--- config.mk ---
export PLATFORM = sky130hd
export DESIGN_NAME = adc_oif
export DESIGN_NICKNAME = d
export VERILOG_FILES = /design/src/rtl/adc_oif_pkg.sv /design/src/rtl/adc_oif_rst_sync.sv /design/src/rtl/adc_oif_ctrl.sv /design/src/rtl/adc_oif_par.sv /design/src/rtl/adc_oif_ser.sv /design/src/rtl/adc_oif.sv
export SDC_FILE = /design/constraint.sdc
export NUM_CORES = 1
export LEC_CHECK = 0
export BUFFER_PORTS_ARGS = -buffer_cell sky130_fd_sc_hd__buf_2
export CAP_MARGIN = 20
export CORE_ASPECT_RATIO = 1.2
export CORE_MARGIN = 8
export CORE_UTILIZATION = 57
export CTS_CLUSTER_SIZE = 8
export DETAILED_ROUTE_END_ITERATION = 10
export PLACE_DENSITY = 0.88
export SYNTH_ARGS = -nofsm -noshare
export SYNTH_HDL_FRONTEND = slang
export SYNTH_SLANG_ARGS = --single-unit
--- constraint.sdc ---
create_clock -name clk -period 2.15 [get_ports clk]
set_input_delay 0.5375 -clock clk [delete_from_list [all_inputs] [get_ports clk]]
set_output_delay 0.5375 -clock clk [all_outputs]
set_load 0.02 [all_outputs]
--- src/rtl/adc_oif_pkg.sv ---
`timescale 1ns/1ps
package adc_oif_pkg;
  // serial transmitter phase
  typedef enum logic [1:0] {
    TX_IDLE = 2'd0,
    TX_LOW  = 2'd1,
    TX_HIGH = 2'd2
  } tx_st_e;

  // conversion events handed from the controller to the serial side
  typedef struct packed {
    logic start;
    logic done;
  } conv_evt_t;
endpackage

--- src/rtl/adc_oif_rst_sync.sv ---
`timescale 1ns/1ps
module adc_oif_rst_sync (
  input  logic clk,
  input  logic rst_n,
  output logic rst_sync_n
);
  logic [1:0] sync_q;

  always_ff @(posedge clk or negedge rst_n) begin
    if (!rst_n) sync_q <= 2'b00;
    else        sync_q <= {sync_q[0], 1'b1};
  end

  assign rst_sync_n = sync_q[1];
endmodule

--- src/rtl/adc_oif_ctrl.sv ---
`timescale 1ns/1ps
module adc_oif_ctrl
  import adc_oif_pkg::*;
#(
  parameter int W   = 12,
  parameter int LAT = 20
) (
  input  logic         clk,
  input  logic         rst_n,
  input  logic         cs_n,
  input  logic         rdconv,
  input  logic         twos_fmt,
  input  logic [W-1:0] sample_i,
  output logic         rdy_o,
  output conv_evt_t    evt_o,
  output logic [W-1:0] res_fmt_o,
  output logic [W-1:0] new_fmt_o
);
  localparam int CW = (LAT > 1) ? $clog2(LAT) : 1;
  localparam logic [CW-1:0] CNT_LOAD = CW'(LAT - 1);
  localparam logic [W-1:0]  MSB_MASK = {1'b1, {(W-1){1'b0}}};

  logic          strb_q, strb_now;
  logic          rdy_q, rdy_d;
  logic [CW-1:0] cnt_q, cnt_d;
  logic [W-1:0]  hold_q, hold_d;
  logic [W-1:0]  res_q, res_d;
  logic          start, done;

  assign strb_now = cs_n | rdconv;
  assign start    = strb_q & ~strb_now & rdy_q;
  assign done     = ~rdy_q & (cnt_q == '0);

  always_comb begin
    rdy_d  = rdy_q;
    cnt_d  = cnt_q;
    hold_d = hold_q;
    res_d  = res_q;
    if (start) begin
      rdy_d  = 1'b0;
      cnt_d  = CNT_LOAD;
      hold_d = sample_i;
    end else if (!rdy_q) begin
      if (cnt_q == '0) begin
        rdy_d = 1'b1;
        res_d = hold_q;
      end else begin
        cnt_d = cnt_q - 1'b1;
      end
    end
  end

  always_ff @(posedge clk or negedge rst_n) begin
    if (!rst_n) begin
      strb_q <= 1'b1;
      rdy_q  <= 1'b1;
      cnt_q  <= '0;
      hold_q <= '0;
      res_q  <= '0;
    end else begin
      strb_q <= strb_now;
      rdy_q  <= rdy_d;
      cnt_q  <= cnt_d;
      hold_q <= hold_d;
      res_q  <= res_d;
    end
  end

  assign rdy_o      = rdy_q;
  assign evt_o      = '{start: start, done: done};
  assign res_fmt_o  = twos_fmt ? (res_q ^ MSB_MASK) : res_q;
  assign new_fmt_o  = twos_fmt ? (hold_q ^ MSB_MASK) : hold_q;


  start_drops_rdy_chk: assert property (@(posedge clk) disable iff (!rst_n)
    start |=> !rdy_q);


  busy_holds_chk: assert property (@(posedge clk) disable iff (!rst_n)
    (!rdy_q && cnt_q != '0) |=> !rdy_q);


  res_on_done_chk: assert property (@(posedge clk) disable iff (!rst_n)
    (res_q != $past(res_q)) |-> (rdy_q && !$past(rdy_q)));
endmodule

--- src/rtl/adc_oif_par.sv ---
`timescale 1ns/1ps
module adc_oif_par #(
  parameter int W   = 12,
  parameter int BUS = 8
) (
  input  logic           cs_n,
  input  logic           rdconv,
  input  logic           byte_sel,
  input  logic [W-1:0]   word_i,
  output logic           oe_o,
  output logic [BUS-1:0] d_o
);
  localparam int LW  = W - BUS;
  localparam int PAD = BUS - LW;

  logic [BUS-1:0] hi_lane, lo_lane;

  for (genvar i = 0; i < BUS; i++) begin : g_lane
    assign hi_lane[i] = word_i[LW + i];
    if (i >= PAD) begin : g_lo
      assign lo_lane[i] = word_i[i - PAD];
    end else begin : g_pad
      assign lo_lane[i] = 1'b0;
    end
  end

  assign oe_o = ~cs_n & rdconv;
  assign d_o  = oe_o ? (byte_sel ? lo_lane : hi_lane) : '0;
endmodule

--- src/rtl/adc_oif_ser.sv ---
`timescale 1ns/1ps
module adc_oif_ser
  import adc_oif_pkg::*;
#(
  parameter int W   = 12,
  parameter int DIV = 2
) (
  input  logic         clk,
  input  logic         rst_n,
  input  logic         ext_clk,
  input  logic         dclk_i,
  input  logic         tag_i,
  input  logic         load_int,
  input  logic         load_ext,
  input  logic [W-1:0] word_int,
  input  logic [W-1:0] word_ext,
  output logic         dclk_o,
  output logic         sdata_o
);
  localparam int PW = (DIV > 1) ? $clog2(DIV) : 1;
  localparam int NW = $clog2(W);
  localparam logic [PW-1:0] PH_LOAD = PW'(DIV - 1);
  localparam logic [NW-1:0] N_LAST  = NW'(W - 1);

  tx_st_e        st_q, st_d;
  logic [PW-1:0] ph_q, ph_d;
  logic [NW-1:0] np_q, np_d;
  logic [W-1:0]  sh_q, sh_d;
  logic          xclk_q, x_fall;

  assign x_fall = xclk_q & ~dclk_i;

  always_comb begin
    st_d = st_q;
    ph_d = ph_q;
    np_d = np_q;
    sh_d = sh_q;
    if (load_int) begin
      sh_d = word_int;
      st_d = TX_LOW;
      ph_d = PH_LOAD;
      np_d = '0;
    end else if (load_ext) begin
      sh_d = word_ext;
      st_d = TX_IDLE;
    end else begin
      case (st_q)
        TX_LOW: begin
          if (ph_q == '0) begin
            ph_d = PH_LOAD;
            st_d = TX_HIGH;
          end else begin
            ph_d = ph_q - 1'b1;
          end
        end
        TX_HIGH: begin
          if (ph_q == '0) begin
            ph_d = PH_LOAD;
            sh_d = {sh_q[W-2:0], 1'b0};
            if (np_q == N_LAST) begin
              st_d = TX_IDLE;
            end else begin
              np_d = np_q + 1'b1;
              st_d = TX_LOW;
            end
          end else begin
            ph_d = ph_q - 1'b1;
          end
        end
        default: begin
          if (ext_clk && x_fall) sh_d = {sh_q[W-2:0], tag_i};
        end
      endcase
    end
  end

  always_ff @(posedge clk or negedge rst_n) begin
    if (!rst_n) begin
      st_q   <= TX_IDLE;
      ph_q   <= '0;
      np_q   <= '0;
      sh_q   <= '0;
      xclk_q <= 1'b0;
    end else begin
      st_q   <= st_d;
      ph_q   <= ph_d;
      np_q   <= np_d;
      sh_q   <= sh_d;
      xclk_q <= dclk_i;
    end
  end

  assign dclk_o  = (st_q == TX_HIGH);
  assign sdata_o = sh_q[W-1];


  hi_stable_chk: assert property (@(posedge clk) disable iff (!rst_n)
    (st_q == TX_HIGH) |-> $stable(sh_q[W-1]));


  last_pulse_end_chk: assert property (@(posedge clk) disable iff (!rst_n)
    (st_q == TX_HIGH && ph_q == '0 && np_q == N_LAST && !load_int && !load_ext)
      |=> (st_q == TX_IDLE));
endmodule

--- src/rtl/adc_oif.sv ---
`timescale 1ns/1ps
module adc_oif
  import adc_oif_pkg::*;
#(
  parameter int W   = 12,
  parameter int BUS = 8,
  parameter int LAT = 20,
  parameter int DIV = 2
) (
  input  logic           clk,
  input  logic           rst_n,
  input  logic           cs_n,
  input  logic           rdconv,
  input  logic           byte_sel,
  input  logic           twos_fmt,
  input  logic           ext_clk,
  input  logic [W-1:0]   sample_i,
  input  logic           tag_i,
  input  logic           dclk_i,
  output logic           rdy_o,
  output logic           par_oe_o,
  output logic [BUS-1:0] par_d_o,
  output logic           dclk_o,
  output logic           sdata_o
);
  logic         rst_int_n;
  conv_evt_t    evt;
  logic [W-1:0] res_fmt, new_fmt;
  logic         load_int, load_ext;

  adc_oif_rst_sync u_rst (
    .clk        (clk),
    .rst_n      (rst_n),
    .rst_sync_n (rst_int_n)
  );

  adc_oif_ctrl #(.W(W), .LAT(LAT)) u_ctrl (
    .clk       (clk),
    .rst_n     (rst_int_n),
    .cs_n      (cs_n),
    .rdconv    (rdconv),
    .twos_fmt  (twos_fmt),
    .sample_i  (sample_i),
    .rdy_o     (rdy_o),
    .evt_o     (evt),
    .res_fmt_o (res_fmt),
    .new_fmt_o (new_fmt)
  );

  adc_oif_par #(.W(W), .BUS(BUS)) u_par (
    .cs_n     (cs_n),
    .rdconv   (rdconv),
    .byte_sel (byte_sel),
    .word_i   (res_fmt),
    .oe_o     (par_oe_o),
    .d_o      (par_d_o)
  );

  assign load_int = evt.start & ~ext_clk;
  assign load_ext = evt.done  &  ext_clk;

  adc_oif_ser #(.W(W), .DIV(DIV)) u_ser (
    .clk      (clk),
    .rst_n    (rst_int_n),
    .ext_clk  (ext_clk),
    .dclk_i   (dclk_i),
    .tag_i    (tag_i),
    .load_int (load_int),
    .load_ext (load_ext),
    .word_int (res_fmt),
    .word_ext (new_fmt),
    .dclk_o   (dclk_o),
    .sdata_o  (sdata_o)
  );


  bus_quiet_chk: assert property (@(posedge clk) disable iff (!rst_int_n)
    cs_n |-> (!par_oe_o && par_d_o == '0));
endmodule

==> flow_summary.ini <==
[cells_and_area]
drive_gt1_frac = 0.2705
diodes = 0
syn2layout_area_growth_pct = 14.71
final.fill_count = 375
final_nets = 316

[yosys]
ys_types = 52
synth_nets = 275
synth_area_leaders = dfrtp_1 49%, mux2_2 6.5%, nand2_1 5.6%
synth_area_leader_cell = dfrtp_1
yosysMostFrequentCell = dfrtp_1
yosys_warnings = 0
synth_cells = 250
synth_top_area_frac = 0.4887
synthArstFlopShare = 1.000
netlist_area_um2 = 2611
ys_seq_area_frac = 0.5089
synth_commonest_cells = 51 x dfrtp_1, 39 x nand2_1, 15 x mux2_2, 15 x nor2_1
postSynthAreaPerCell_um2 = 10.45
ys_ff_latch = 53
synthFlopType = dfrtp_1
synth_edf_count = 0

[timing]
setup_tns_ps = 0
fin_skew_ps = 5.897
period_share = 0.9321
max_freq_ghz = 0.4990
finalSetupViolations = 0
final.setup.worst_slack_ps = 146.0
drv_slew = 0
final_hold_viol_count = 0
fin_crit_ps = 2004
rsz0062_at_grt = no

[placement]
dp_hpwl_mm = 4.149
portBuffers = 32
gp_congestion = 0.9060
pre_cts_ws_ps = 116.8

[detailed_routing]
drc_errors = 0
detail_route.wirelength_mm = 5.698
via_count = 1993
wl_per_cell_um = 16.28
via_per_inst = 5.694
ant_nets = 0
drt_iter0_markers = 141
drt_pass1_iterations = 4

[die]
core-area_um2 = 4493
start_util = 0.5812
die_x_um = 77.79
fp-row-count = 27
die-area_um2 = 7012
die_y_um = 90.15
ios = 33

[setup_path]
crit_cells = 6
r2r_slack_ps = 150
cp.required_ps = 2340
cpLargestDelayFamily = simple AND/OR/NAND/NOR gates
timing.rr.start = u_ctrl.cnt_q[0]
setup.worst_path.class = reg -> reg
crit_slowest_cell = or4b_4
r2r_end = u_ctrl.res_q[1]
path_cells = inv_1 > ha_1 > or4b_4 > nor2_2 > buf_4 > mux2_2
crit_path_start_kind = flop
crit_fanout = 8
slowest_delay_ps = 530
reg2reg_depth = 6
arrival_ps = 2200
end_kind = flop
worst-path-buf-inv = 2

[cts]
cts_buffers = 5
cts_buffer_depth = 2
clkTransAtPathRegs_ps = 90
cts_tree = yes
cts.sinks = 53
cts_root_buf = clkbuf_8
clkLatencyLatePin_ps = 310
htree_levels = 2

[grt]
first_global_vias = 2062
grt_max_degree = 23
grt_overflow = 0
grt_pass1_wl_mm = 9.604
antenna_found_initial = 0
grt_use_total = 0.1689

[pwr]
peakVddDrop_v = 0.0007439
p_per_area_nw_per_um2 = 1308
cellLeakagePower_nw = 1.504

[outcome]
status = completed

[min_path]
hold_path.class = reg -> async

[run]
max-cap-violations = 0
layer usage:
layer,global-route usage,up-vias,part of all wire
li1,-,950,-
met1,0.2016,982,0.42
met4,0.07729,0,0.030
met2,0.2742,47,0.50
met5,0,-,0
met3,0.04582,14,0.044
worst max-delay path by stage:
| stage | slack [ps] | end | startpoint |
|---|---|---|---|
| floorplan | 220 | u_ser.sh_q[6] | ext_clk |
| global placement | 180 | u_ser.sh_q[1] | cs_n |
| detailed placement | 120 | u_ser.sh_q[8] | u_ctrl.cnt_q[0] |
| CTS | 90 | u_ser.sh_q[8] | u_ctrl.cnt_q[0] |
| global route | 60 | u_ser.sh_q[8] | u_ctrl.cnt_q[0] |
| finish | 150 | u_ctrl.res_q[1] | u_ctrl.cnt_q[0] |
report_power, final:
part	switching (W)	internal, W
Sequential	0.000382	0.00144
Combinational	0.000735	0.000752
Clock	0.000316	0.000292
Total	0.00143	0.00249
cells by family (layout without fill, tap and decap cells):
family	count (synthesis)	in the layout	share of synthesized area
DFF	53	53	0.5089
adders and majority gates	4	4	0.01917
muxes	21	21	0.08816
AOI/OAI and AO/OA	49	49	0.1361
buffers and inverters	25	67	0.04600
and+or+nand+nor	93	93	0.1869
other	1	1	0.001436
xor gates and xnor gates	4	4	0.01342
stage by stage:
stage	instances	hold WS, ps	power (W)	cell area (µm²)	util
2_1_floorplan	250	241.9	0.002866	2611	-
3_3_place_gp	341	226.7	0.003189	2875	0.6399
5_1_grt	350	284.8	0.004184	2995	0.6667
4_1_cts	350	240.8	0.003912	2987	0.6647
3_5_place_dp	341	235.9	0.003294	2875	0.6399
6_report	350	224.0	0.003919	2995	0.6667
registers in the layout (all words and copies together) (netlist names), 2 cells and up:
name	count
u_ctrl.cnt_q	5
u_ctrl.hold_q	12
u_ctrl.res_q	12
u_rst.sync_q	2
u_ser.np_q	4
u_ser.sh_q	12
u_ser.st_q	2
layout by cell type, fill, tap and decap left out, types with 3 or more instances in the layout:
| master | Yosys | final |
|---|---|---|
| buf_2 | 4 | 32 |
| ha_1 | 4 | 4 |
| xnor2_1 | 4 | 4 |
| nand3_1 | 3 | 3 |
| dfrtp_1 | 51 | 50 |
| a221o_1 | 6 | 6 |
| a21oi_1 | 7 | 7 |
| o31ai_1 | 4 | 4 |
| and3_1 | 8 | 8 |
| nand2_1 | 39 | 39 |
| inv_1 | 12 | 12 |
| buf_4 | 3 | 14 |
| mux2i_1 | 5 | 5 |
| nand2b_1 | 3 | 3 |
| nor2_1 | 15 | 15 |
| mux2_2 | 15 | 15 |
| a22oi_1 | 4 | 4 |
| clkbuf_8 | 0 | 7 |
| and2_1 | 7 | 7 |
| o21ai_0 | 12 | 12 |
final cells by class:
type / count / area [µm²] / share of cell area
Clock buffer: 7 / 96.34 / 0.03216
Multi-Input combinational cell: 172 / 1171 / 0.3910
Tap cell: 58 / 72.57 / 0.02423
Sequential cell: 53 / 1330 / 0.4440
Clock inverter: 1 / 5.005 / 0.001671
Timing Repair Buffer: 47 / 275.3 / 0.09190
Inverter: 12 / 45.04 / 0.01504
repair_timing:
action | CTS | global route
hold endpoints to repair | 2 | 0
setup endpoints to repair | 0 | 3
hold buffers | 1 | 0
buffers inserted | 0 | 0
resized for setup | 0 | 1
Note: power is estimated with default switching activity, not from simulation.
